**config.mk**
```make
export PLATFORM = sky130hd
export DESIGN_NAME = retrig_oneshot
export DESIGN_NICKNAME = d
export VERILOG_FILES = /design/src/rtl/oneshot_pkg.sv /design/src/rtl/oneshot_sync.sv /design/src/rtl/oneshot_edge.sv /design/src/rtl/oneshot_timer.sv /design/src/rtl/retrig_oneshot.sv
export SDC_FILE = /design/constraint.sdc
export NUM_CORES = 1
export LEC_CHECK = 0
export BUFFER_PORTS_ARGS = -buffer_cell sky130_fd_sc_hd__buf_4
export CORE_MARGIN = 3
export CORE_UTILIZATION = 55
export CTS_CLUSTER_DIAMETER = 150
export DETAILED_ROUTE_END_ITERATION = 8
export PLACE_DENSITY = 0.83
export SLEW_MARGIN = 20
export SYNTH_ARGS = -nofsm -noshare
export SYNTH_HDL_FRONTEND = slang
export SYNTH_SLANG_ARGS = --single-unit
```
**constraint.sdc**
```tcl
create_clock -name clk -period 3.1 [get_ports clk]
set_input_delay 0.31 -clock clk [delete_from_list [all_inputs] [get_ports clk]]
set_output_delay 0.31 -clock clk [all_outputs]
set_load 0.05 [all_outputs]
```
**src/rtl/oneshot_pkg.sv**
```systemverilog
package oneshot_pkg;

    typedef struct packed {
        logic gate_n;
        logic gate_p;
        logic clear_n;
    } ctrl_lines_t;

    localparam ctrl_lines_t LINES_IDLE = '{gate_n: 1'b1, gate_p: 1'b0, clear_n: 1'b1};
    localparam int          LINE_W     = $bits(ctrl_lines_t);

    typedef enum logic [1:0] {
        EVT_NONE,
        EVT_P_RISE,
        EVT_N_FALL,
        EVT_CLR_RELEASE
    } trig_evt_t;

    // Decode which gated event (if any) the current/previous levels describe.
    function automatic trig_evt_t decode_event(ctrl_lines_t now, ctrl_lines_t prev);
        if (!now.gate_n && !prev.gate_p && now.gate_p)
            return EVT_P_RISE;
        else if (now.gate_p && prev.gate_n && !now.gate_n)
            return EVT_N_FALL;
        else if (!now.gate_n && now.gate_p && !prev.clear_n && now.clear_n)
            return EVT_CLR_RELEASE;
        else
            return EVT_NONE;
    endfunction

endpackage

```
**src/rtl/oneshot_sync.sv**
```systemverilog
module oneshot_sync #(
    parameter int             W       = 3,
    parameter int             STAGES  = 2,
    parameter logic [W-1:0]   RST_VAL = '0
) (
    input  logic         clk,
    input  logic         rst,
    input  logic [W-1:0] d,
    output logic [W-1:0] q
);
    logic [STAGES-1:0][W-1:0] stage_q;

    for (genvar g = 0; g < STAGES; g++) begin : g_stage
        if (g == 0) begin : g_first
            always_ff @(posedge clk) begin
                if (rst) stage_q[g] <= RST_VAL;
                else     stage_q[g] <= d;
            end
        end else begin : g_next
            always_ff @(posedge clk) begin
                if (rst) stage_q[g] <= RST_VAL;
                else     stage_q[g] <= stage_q[g-1];
            end
        end
    end

    assign q = stage_q[STAGES-1];
endmodule

```
**src/rtl/oneshot_edge.sv**
```systemverilog
module oneshot_edge
    import oneshot_pkg::*;
#(
    parameter int WARMUP = 3
) (
    input  logic        clk,
    input  logic        rst,
    input  ctrl_lines_t lvl,
    output logic        fire
);
    localparam int WARM_W = $clog2(WARMUP + 1);

    ctrl_lines_t       prev_lvl;
    logic [WARM_W-1:0] warm_cnt;
    logic              armed;
    trig_evt_t         evt;

    always_ff @(posedge clk) begin
        if (rst) begin
            prev_lvl <= LINES_IDLE;
            warm_cnt <= '0;
        end else begin
            prev_lvl <= lvl;
            if (!armed) warm_cnt <= warm_cnt + 1'b1;
        end
    end

    assign armed = (warm_cnt == WARM_W'(WARMUP));
    assign evt   = decode_event(lvl, prev_lvl);
    assign fire  = armed && lvl.clear_n && (evt != EVT_NONE);
endmodule

```
**src/rtl/oneshot_timer.sv**
```systemverilog
module oneshot_timer #(
    parameter int LEN_W = 8
) (
    input  logic             clk,
    input  logic             rst,
    input  logic             clr_n,
    input  logic             load,
    input  logic [LEN_W-1:0] len,
    output logic [LEN_W-1:0] count,
    output logic             active
);
    always_ff @(posedge clk) begin
        if (rst)               count <= '0;
        else if (!clr_n)       count <= '0;
        else if (load)         count <= len;
        else if (count != '0)  count <= count - 1'b1;
    end

    assign active = (count != '0);
endmodule

```
**src/rtl/retrig_oneshot.sv**
```systemverilog
module retrig_oneshot
    import oneshot_pkg::*;
#(
    parameter int LEN_W       = 8,
    parameter int SYNC_STAGES = 2
) (
    input  logic             clk,
    input  logic             rst,
    input  logic             gate_n,
    input  logic             gate_p,
    input  logic             clear_n,
    input  logic [LEN_W-1:0] pulse_len,
    output logic             pulse_q,
    output logic             pulse_qn
);
    localparam int WARMUP = SYNC_STAGES + 1;

    ctrl_lines_t      raw_lvl;
    ctrl_lines_t      sync_lvl;
    logic [LINE_W-1:0] sync_bits;
    logic             clr_lvl;
    logic             fire;
    logic [LEN_W-1:0] count;
    logic             active;

    assign raw_lvl = '{gate_n: gate_n, gate_p: gate_p, clear_n: clear_n};

    oneshot_sync #(
        .W       (LINE_W),
        .STAGES  (SYNC_STAGES),
        .RST_VAL (LINES_IDLE)
    ) u_sync (
        .clk (clk),
        .rst (rst),
        .d   (raw_lvl),
        .q   (sync_bits)
    );

    assign sync_lvl = ctrl_lines_t'(sync_bits);
    assign clr_lvl  = sync_lvl.clear_n;

    oneshot_edge #(
        .WARMUP (WARMUP)
    ) u_edge (
        .clk  (clk),
        .rst  (rst),
        .lvl  (sync_lvl),
        .fire (fire)
    );

    oneshot_timer #(
        .LEN_W (LEN_W)
    ) u_timer (
        .clk    (clk),
        .rst    (rst),
        .clr_n  (clr_lvl),
        .load   (fire),
        .len    (pulse_len),
        .count  (count),
        .active (active)
    );

    assign pulse_q  = active;
    assign pulse_qn = ~active;
endmodule

```
==> results of run 1 <==
## cell families after synthesis
| kind of cell | count (synthesis) |
|---|---|
| AND/OR/NAND/NOR | 34 |
| multiplexers | 2 |
| adder cells (fa/ha/maj) | 2 |
| XOR/XNOR | 4 |
| flip-flops | 19 |
| buffers and inverters | 5 |
| AO/OA/AOI/OAI | 18 |
## synthesized netlist by cell type
| cell type | count |
|---|---|
| nor2_1 | 2 |
| xor2_1 | 2 |
| o21a_1 | 1 |
| clkbuf_2 | 1 |
| o21ai_1 | 2 |
| nor3_2 | 1 |
| a21oi_1 | 6 |
| nand3_1 | 2 |
| inv_1 | 2 |
| nor2_4 | 1 |
| dfxtp_1 | 19 |
| inv_2 | 1 |
| or4_4 | 1 |
| nor4_1 | 2 |
| ha_1 | 2 |
| or3_1 | 1 |
| or2_2 | 6 |
| a31oi_1 | 1 |
| xnor2_1 | 2 |
| a32o_1 | 2 |
| o21ai_0 | 3 |
| o211ai_1 | 1 |
| or3b_1 | 1 |
| o21ai_2 | 1 |
| and2b_2 | 1 |
| clkbuf_1 | 1 |
| nor2b_1 | 4 |
| nor3_1 | 3 |
| o31ai_1 | 1 |
| mux2i_1 | 2 |
| nand2b_1 | 2 |
| nand2_1 | 6 |
| and4b_1 | 1 |
## power breakdown
part           leakage [nW]  switching, mW  internal, mW
combinational         0.221          0.235         0.180
clock                0.0177         0.0731        0.0480
sequential            0.157         0.0423         0.288
## sequential cells by signal, indices dropped and copies added (netlist names)
| name | count |
|---|---|
| u_sync.q | 3 |
| u_timer.count | 8 |
| u_sync.stage_q | 3 |
| u_edge.warm_cnt | 2 |
| u_edge.prev_lvl | 3 |
## worst reg2reg max path: cells and delay by family (launching register included)
family / cells / cell delay (ns)
flops: 1 / 0.35
compound gates: 1 / 0.06
simple gates: 3 / 0.97
fa+ha+maj: 1 / 0.16
buf+inv: 1 / 0.06
## final timing paths
check                                 from                       endpoint  slack, ns  cells past startpoint
max          u_timer.count[0]$_SDFFE_PP0P_                        pulse_q       1.01                      6
min                                 gate_n   u_sync.stage_q[2]$_SDFF_PP1_       0.19                      2
max reg2reg  u_timer.count[0]$_SDFFE_PP0P_  u_timer.count[0]$_SDFFE_PP0P_       1.39                      6
min reg2reg   u_sync.stage_q[0]$_SDFF_PP1_         u_sync.q[0]$_SDFF_PP1_       0.43                      1
## per-layer routing
layer  up-vias  GRT usage
met5         -          0
met4         0    0.09036
met1       284     0.2030
met3         7    0.02439
li1        328          -
met2        18     0.2529
## area by class of cell
cell class	instances	area [µm²]
fillers	110	389.1
inverters	3	11.26
clock inverters	1	5.005
multi-input cells	60	401.6
repair buffers	14	105.1
clock buffers	3	22.52
flip-flops and latches	19	380.4
well taps	15	18.77
==> impl_metrics.tcl, run 1 <==
set metrics [dict create \
    dieWidth_um 44.19 \
    vias 637 \
    setup.worst_path.end_class "primary output" \
    clkTransAtPathRegs_ns 0.10 \
    yosys.area_share.adder 0.03120 \
    powerDensity_nw_per_um2 917.5 \
    die_h_um 44.19 \
    layout-drive-gt1-share 0.3000 \
    ys_types 33 \
    worst_pin_slew_ns 0.5737 \
    startpoint_type "flip-flop" \
    start_util 0.6013 \
    met1Wirelength_um 583 \
    final_cells 115 \
    postCtsHoldBufs 0 \
    core_area_um2 1334 \
    cts_sinks 19 \
    ir_drop_v 0.0005259 \
    drtPass1Iterations 4 \
    final_cell_mix "19 x dfxtp_1, 14 x buf_4, 6 x nand2_1, 6 x a21oi_1, 6 x or2_2" \
    slew_headroom 0.6140 \
    diodes 0 \
    synth-simple-area-share 0.2605 \
    p_total_uw 866.7 \
    grt_max_degree 14 \
    dr_wl_met2_um 641 \
    outcome "finished clean" \
    fin_ws_ns 1.014 \
    setup_viol 0 \
    stdcell_area_um2 944.7 \
    ys_ff_latch 19 \
    path_class "flip-flop to primary output" \
    place_congestion 0.9036 \
    cp_top_family "simple AND/OR/NAND/NOR gates" \
    top_layer "met4" \
    fmax_mhz 479.5 \
    wl_per_cell_um 11.80 \
    synth_top_family_by_area "simple AND/OR/NAND/NOR gates" \
    synth_area_per_cell_um2 9.548 \
    grt_pass1_vias 559 \
    grt_first_pass_wirelength_um 2318 \
    yosys.area_share.xor_xnor 0.04368 \
    ctsResizeCount 0 \
    worstPathCellList "inv_1 > ha_1 > or3b_1 > nor2_4 > inv_2 > buf_4" \
    critPathMaxStageDelay_ns 0.49 \
    totalWireLength_um 1357 \
    yosysWarningCount 0 \
    required_ns 2.79 \
    critical_path.max_fanout 7 \
    hold_ws_ns 0.1932 \
    netlist.area_leader.share 0.4743 \
    ys_seq_area_frac 0.4743 \
    clock_latency_ns 0.29 \
    slowest_stage "or3b_1" \
    placed_cell_area_um2 917.1 \
    cp_num_buf_inv 3 \
    antenna_found_initial 0 \
    post-route-period-util 0.6728 \
    drc 0 \
    syn_area_um2 802.0 \
    io_pins 15 \
    worstPathArrival_ns 1.78 \
    rsz0062_at_grt "no" \
    dp_hpwl_um 1072 \
    yosys-mux-area-fraction 0.02496 \
    hold_viol 0 \
    final_common_cell "dfxtp_1" \
    fin_crit_ns 2.086 \
    clockRootBuffer "clkbuf_4" \
    hold_path_class "input port to flip-flop" \
    drt_iter0_drc 8 \
    cts_setup_buffers 0 \
    io_buffers 14 \
    post-route-util 0.7083 \
    rows 13 \
    viasPerCell 5.539 \
    cts_buffer_depth 2 \
    fin_worst_skew_ns 0.004481 \
    syn_inst 84 \
    synthTopCellsByArea "dfxtp_1 47%, or2_2 4.7%, a21oi_1 3.7%" \
    cts_tree "done" \
    fin_tns_setup_ns 0 \
    cap_violations 0 \
    grt_overflow 0 \
    dieArea_um2 1952 \
    dp_cells 111 \
    synth_top_cell_by_area "dfxtp_1" \
    cts.htree.levels 1 \
    dr_wl_met3_um 85 \
    synth_fp_nets 99 \
    fin_nets 116 \
    syn_to_final_growth_pct 17.78 \
    drv_slew 0 \
    post-place-ws_ns 1.333 \
    synth-compound-area-share 0.1404 \
    grt_use_total 0.1588 \
    leakagePower_nw 0.3952 \
    ant_nets 0 \
    numCtsBuffers 3 \
]
(Power assumes the default switching activity.)
==> run 2: changes to the inputs <==
Settings changed: CORE_UTILIZATION 55 to 46, PLACE_DENSITY 0.83 to 0.75.
Clock period 3.1 ns to 1.7 ns, I/O delays scaled along.
==> run 2 against run 1 <==
Effect of this change: the flow now finishes with violations (setup timing); power rose by 110%; die area rose by 17%; worst hold slack got worse by 0.14 ns; via count rose by 2.4%; utilization fell by 5.0 points; global-route usage fell by 1.7 points; non-clock buffer count rose by 6; clock skew fell by 0.0038 ns; critical path depth did not move; routed wire length rose by 4.0%; critical path type unchanged.
==> impl_metrics.tcl, run 2 (synthesized netlist as in run 1, its figures left out) <==
set metrics [dict create \
    setup_viol 2 \
    placed_cell_area_um2 938.4 \
    final_cell_mix "18 x buf_4, 15 x dfxtp_1, 6 x nand2_1, 6 x a21oi_1, 6 x or2_2" \
    largest_reg_flops 8 \
    grt_overflow 0 \
    fin_crit_ns 1.775 \
    dieWidth_um 47.76 \
    cts_tree "done" \
    post-route-period-util 1.044 \
    violations "setup timing" \
    totalWireLength_um 1411 \
    rsz0062_at_grt "yes" \
    stdcell_area_um2 1037 \
    largest_register "u_timer.count" \
    critical_path.max_fanout 3 \
    required_ns 1.53 \
    grt_first_pass_wirelength_um 2228 \
    dp_hpwl_um 1028 \
    grt_max_degree 14 \
    cap_violations 0 \
    ff2ff_setup_slack_ns 0.01 \
    path_class "flip-flop to primary output" \
    final_common_cell "buf_4" \
    viasPerCell 5.344 \
    io_buffers 14 \
    leakagePower_nw 0.4331 \
    cp-startpoint "u_timer.count[1]$_SDFFE_PP0P_" \
    r2r_start "u_timer.count[1]$_SDFFE_PP0P_" \
    ant_nets 0 \
    diodes 0 \
    ir_drop_v 0.0008488 \
    clock_latency_ns 0.29 \
    worstPathCellList "inv_2 > ha_4 > or3b_4 > nor2_4 > inv_6 > buf_8" \
    layout-drive-gt1-share 0.4245 \
    hold_viol 0 \
    fin_worst_skew_ns 0.0006566 \
    cts.htree.levels 1 \
    setup.worst_path.end_class "primary output" \
    vias 652 \
    worst_pin_slew_ns 0.3790 \
    powerDensity_nw_per_um2 1776 \
    drv_slew 0 \
    dieArea_um2 2281 \
    antenna_found_initial 0 \
    cts_sinks 19 \
    rows 14 \
    die_h_um 47.76 \
    hold_path_class "input port to flip-flop" \
    clockRootBuffer "clkbuf_4" \
    final_cells 122 \
    io_pins 15 \
    drtPass1Iterations 3 \
    startpoint_type "flip-flop" \
    fmax_mhz 563.5 \
    min_from "gate_n" \
    critPathMaxStageDelay_ns 0.40 \
    place_congestion 0.8445 \
    fin_nets 122 \
    wl_per_cell_um 11.57 \
    start_util 0.5087 \
    drt_iter0_drc 5 \
    numCtsBuffers 3 \
    cts_buffer_depth 2 \
    slowest_stage "or3b_4" \
    grt_use_total 0.1421 \
    dp_cells 112 \
    outcome "finished, violations left" \
    core_area_um2 1577 \
    worstPathArrival_ns 1.60 \
    clkTransAtPathRegs_ns 0.10 \
    drc 0 \
    slew_headroom 0.7452 \
    postCtsHoldBufs 0 \
    syn_to_final_growth_pct 29.33 \
    grt_pass1_vias 546 \
    fin_ws_ns -0.07471 \
]
[run 2: what timing repair did]
item | in CTS | in global routing
pin swaps | 2 | 1
setup endpoints to repair | 2 | 6
cloned | 0 | 0
gates resized for setup | 5 | 3
setup buffers | 5 | 1
[run 2: worst max-delay path: cells and delay by family (launching register included)]
| family | cells | cell delay, ns |
|---|---|---|
| simple gates | 2 | 0.61 |
| flops | 1 | 0.34 |
| fa+ha+maj | 1 | 0.12 |
| buf+inv | 3 | 0.24 |
[run 2: layout make-up]
| cell class | count | area [µm²] |
|---|---|---|
| Sequential cell | 19 | 385.4 |
| Fill cell | 131 | 539.3 |
| Timing Repair Buffer | 20 | 165.2 |
| Tap cell | 16 | 20.02 |
| Multi-Input combinational cell | 60 | 422.9 |
| Clock buffer | 3 | 22.52 |
| Inverter | 3 | 16.27 |
| Clock inverter | 1 | 5.005 |
[run 2: layer usage]
metal	GRT usage	part of all wire	routed length (µm)	vias to the layer above
met3	0.05639	0.056	79	2
met1	0.1804	0.47	668	295
met4	0.04839	0.012	17	0
li1	-	-	-	341
met5	0	0	0	-
met2	0.2190	0.46	645	14
[run 2: final timing paths]
path | endpoint | cells past startpoint
worst max-delay path | pulse_q | 6
worst min-delay path | u_sync.stage_q[2]$_SDFF_PP1_ | 2
worst max register to register | u_timer.count[0]$_SDFFE_PP0P_ | 7
worst min register to register | u_sync.q[0]$_SDFF_PP1_ | 1
[run 2: metrics by stage]
stage               worst slack [ns]  hold WS, ns  utilization  power [mW]  TNS, ns
detailed placement           0.04509       0.3571       0.5952       1.411        0
global route                 -0.1275      0.04046       0.6579       1.985  -0.3188
finish                      -0.07471      0.05694       0.6579       1.842  -0.1339
global placement             0.08206       0.3536       0.5952       1.401        0
CTS                         -0.06502      0.04936       0.6460       1.792  -0.1252
floorplan                    -0.1459       0.2416            -       1.292  -0.3813
[run 2: power by group]
part	leakage (nW)	internal, mW	switching [mW]
combinational	0.257	0.516	0.506
sequential	0.158	0.532	0.0738
clock	0.0177	0.0874	0.128
total	0.433	1.14	0.707
==> run 3: changes to the inputs <==
Settings changed: CORE_UTILIZATION 46 to 47, PLACE_DENSITY 0.75 to 0.76, SYNTH_HIERARCHICAL set to 1.
==> run 3 against run 2 <==
Effect of this change: the run still ends with setup timing left; count of clock-buffer cells in the layout did not move; clock skew rose by 0.0085 ns; maximum frequency fell by 9.6%; setup slack got worse by 0.19 ns; sequential power rose by 0.8%; flip-flop and latch count did not move; global-route usage rose by 3.7 points; synthesized area rose by 4.7%; critical path depth fell by 1; clock power rose by 9.8%; combinational power barely moved; non-clock buffer count rose by 2; critical path type unchanged.
==> impl_metrics.tcl, run 3 <==
set metrics [dict create \
    rows 14 \
    cts_buffer_depth 2 \
    cts.htree.levels 1 \
    outcome "finished, violations left" \
    io_pins 15 \
    grt_use_total 0.1794 \
    synth_commonest_cells "19 x dfxtp_1, 7 x inv_1, 7 x nand3_1" \
    reg2reg_depth 6 \
    largest_reg_flops 8 \
    synth_top_cell_by_area "dfxtp_1" \
    die_h_um 48.27 \
    hold_viol 0 \
    antenna_found_initial 0 \
    netlist.area_leader.share 0.4531 \
    critical_path.max_fanout 4 \
    ys_seq_area_frac 0.4531 \
    setup_viol 4 \
    fin_nets 126 \
    clock_latency_ns 0.30 \
    clockRootBuffer "clkbuf_4" \
    critPathMaxStageDelay_ns 0.53 \
    start_util 0.5267 \
    diodes 0 \
    core_area_um2 1594 \
    largest_register "u_timer/count" \
    vias 688 \
    required_ns 1.53 \
    syn_inst 87 \
    synth_edf_count 0 \
    grt_first_pass_wirelength_um 2835 \
    io_buffers 14 \
    grt_overflow 0 \
    totalWireLength_um 1658 \
    clkTransAtPathRegs_ns 0.12 \
    fin_worst_skew_ns 0.009161 \
    ir_drop_v 0.001303 \
    worst_pin_slew_ns 0.3284 \
    layout-drive-gt1-share 0.3486 \
    fin_crit_ns 1.964 \
    fmax_mhz 509.2 \
    post-route-period-util 1.155 \
    synthFlopType "dfxtp_1" \
    synth_fp_nets 103 \
    synthArstFlopShare 0 \
    postCtsHoldBufs 0 \
    setup.worst_path.end_class "primary output" \
    syn_area_um2 839.6 \
    yosysWarningCount 6 \
    synthTopCellsByArea "dfxtp_1 45%, ha_1 4.5%, nand3_1 4.2%" \
    grt_max_degree 14 \
    ant_nets 0 \
    cts_sinks 19 \
    wl_per_cell_um 12.47 \
    cts_tree "done" \
    worstPathCellList "or4_4 > nor4b_4 > inv_4 > clkinvlp_4 > buf_8" \
    grt_pass1_vias 679 \
    drtPass1Iterations 4 \
    leakagePower_nw 0.4545 \
    cap_violations 0 \
    hold_ws_ns 0.03539 \
    ys_types 30 \
    drt_iter0_drc 6 \
    numCtsBuffers 3 \
    syn_to_final_growth_pct 25.78 \
    fin_tns_setup_ns -0.7065 \
    dieArea_um2 2330 \
    violations "setup timing" \
    slew_headroom 0.7790 \
    drv_slew 0 \
    worstPathArrival_ns 1.79 \
    cp_num_buf_inv 3 \
    p_total_mw 1.875 \
    startpoint_type "flip-flop" \
    final_cell_mix "21 x buf_4, 18 x dfxtp_1, 7 x nand3_1" \
    ys_ff_latch 19 \
    viasPerCell 5.173 \
    dieWidth_um 48.27 \
    final_common_cell "buf_4" \
    cp_top_family "simple AND/OR/NAND/NOR gates" \
    place_congestion 0.8522 \
    synth_area_per_cell_um2 9.650 \
    dp_hpwl_um 1181 \
    path_class "flip-flop to primary output" \
    rsz0062_at_grt "yes" \
    worst-path-stages 5 \
    slowest_stage "or4_4" \
    hold_path_class "input port to flip-flop" \
    drc 0 \
    post-place-ws_ns -0.02666 \
    powerDensity_nw_per_um2 1775 \
    fin_ws_ns -0.2638 \
    hold_path_depth 2 \
    yosysMostFrequentCell "dfxtp_1" \
]
==> run 3: repair_timing <==
item                                    in CTS  in global routing
endpoints found under the setup margin       4                  9
pin swaps                                    3                  2
setup buffers                                3                  1
hold endpoints to repair                     0                  0
resized for setup                            4                  2
==> run 3: routing by layer <==
metal	track usage	vias up	routed length, µm
met1	0.2265	326	783
met3	0.07011	4	86
met2	0.2708	19	766
li1	-	339	-
met4	0.07527	0	22
met5	0	-	0
==> run 3: final cells by class <==
type	instances	area [µm²]
fill	139	538.0
sequential	19	381.6
clock buffer	3	22.52
multi-input combinational	56	405.4
inverter	8	36.28
timing repair buffer	22	172.7
clock inverter	1	7.507
tap	24	30.03
==> run 3: where the power goes <==
part | internal, mW | switching, mW
Combinational | 0.509 | 0.519
Clock | 0.0896 | 0.147
Sequential | 0.535 | 0.0763
Total | 1.13 | 0.742
==> run 3: final timing paths <==
path,from,to,slack [ns]
max,u_timer/count[2]$_SDFFE_PP0P_,pulse_qn,-0.26
min,gate_n,u_sync/stage_q[2]$_SDFF_PP1_,0.04
min reg2reg,u_sync/stage_q[2]$_SDFF_PP1_,u_sync/q[2]$_SDFF_PP1_,0.42
max reg2reg,u_timer/count[2]$_SDFFE_PP0P_,u_timer/count[1]$_SDFFE_PP0P_,-0.15
==> run 3: cells by family after synthesis <==
| logic type | Yosys count | share of synthesized area |
|---|---|---|
| compound gates | 11 | 0.08048 |
| xor+xnor | 5 | 0.05217 |
| fa+ha+maj | 3 | 0.04471 |
| buf+inv | 12 | 0.06706 |
| flops | 19 | 0.4530 |
| mux | 4 | 0.05365 |
| simple gates | 33 | 0.2489 |
==> run 3: per-stage QoR <==
step / cells / utilization / area, µm²
after floorplan: 87 / - / 845.8
after CTS: 134 / 0.6680 / 1065
after global routing: 133 / 0.6625 / 1056
after detailed placement: 127 / 0.6272 / 999.7
after global placement: 127 / 0.6272 / 999.7
final: 133 / 0.6625 / 1056
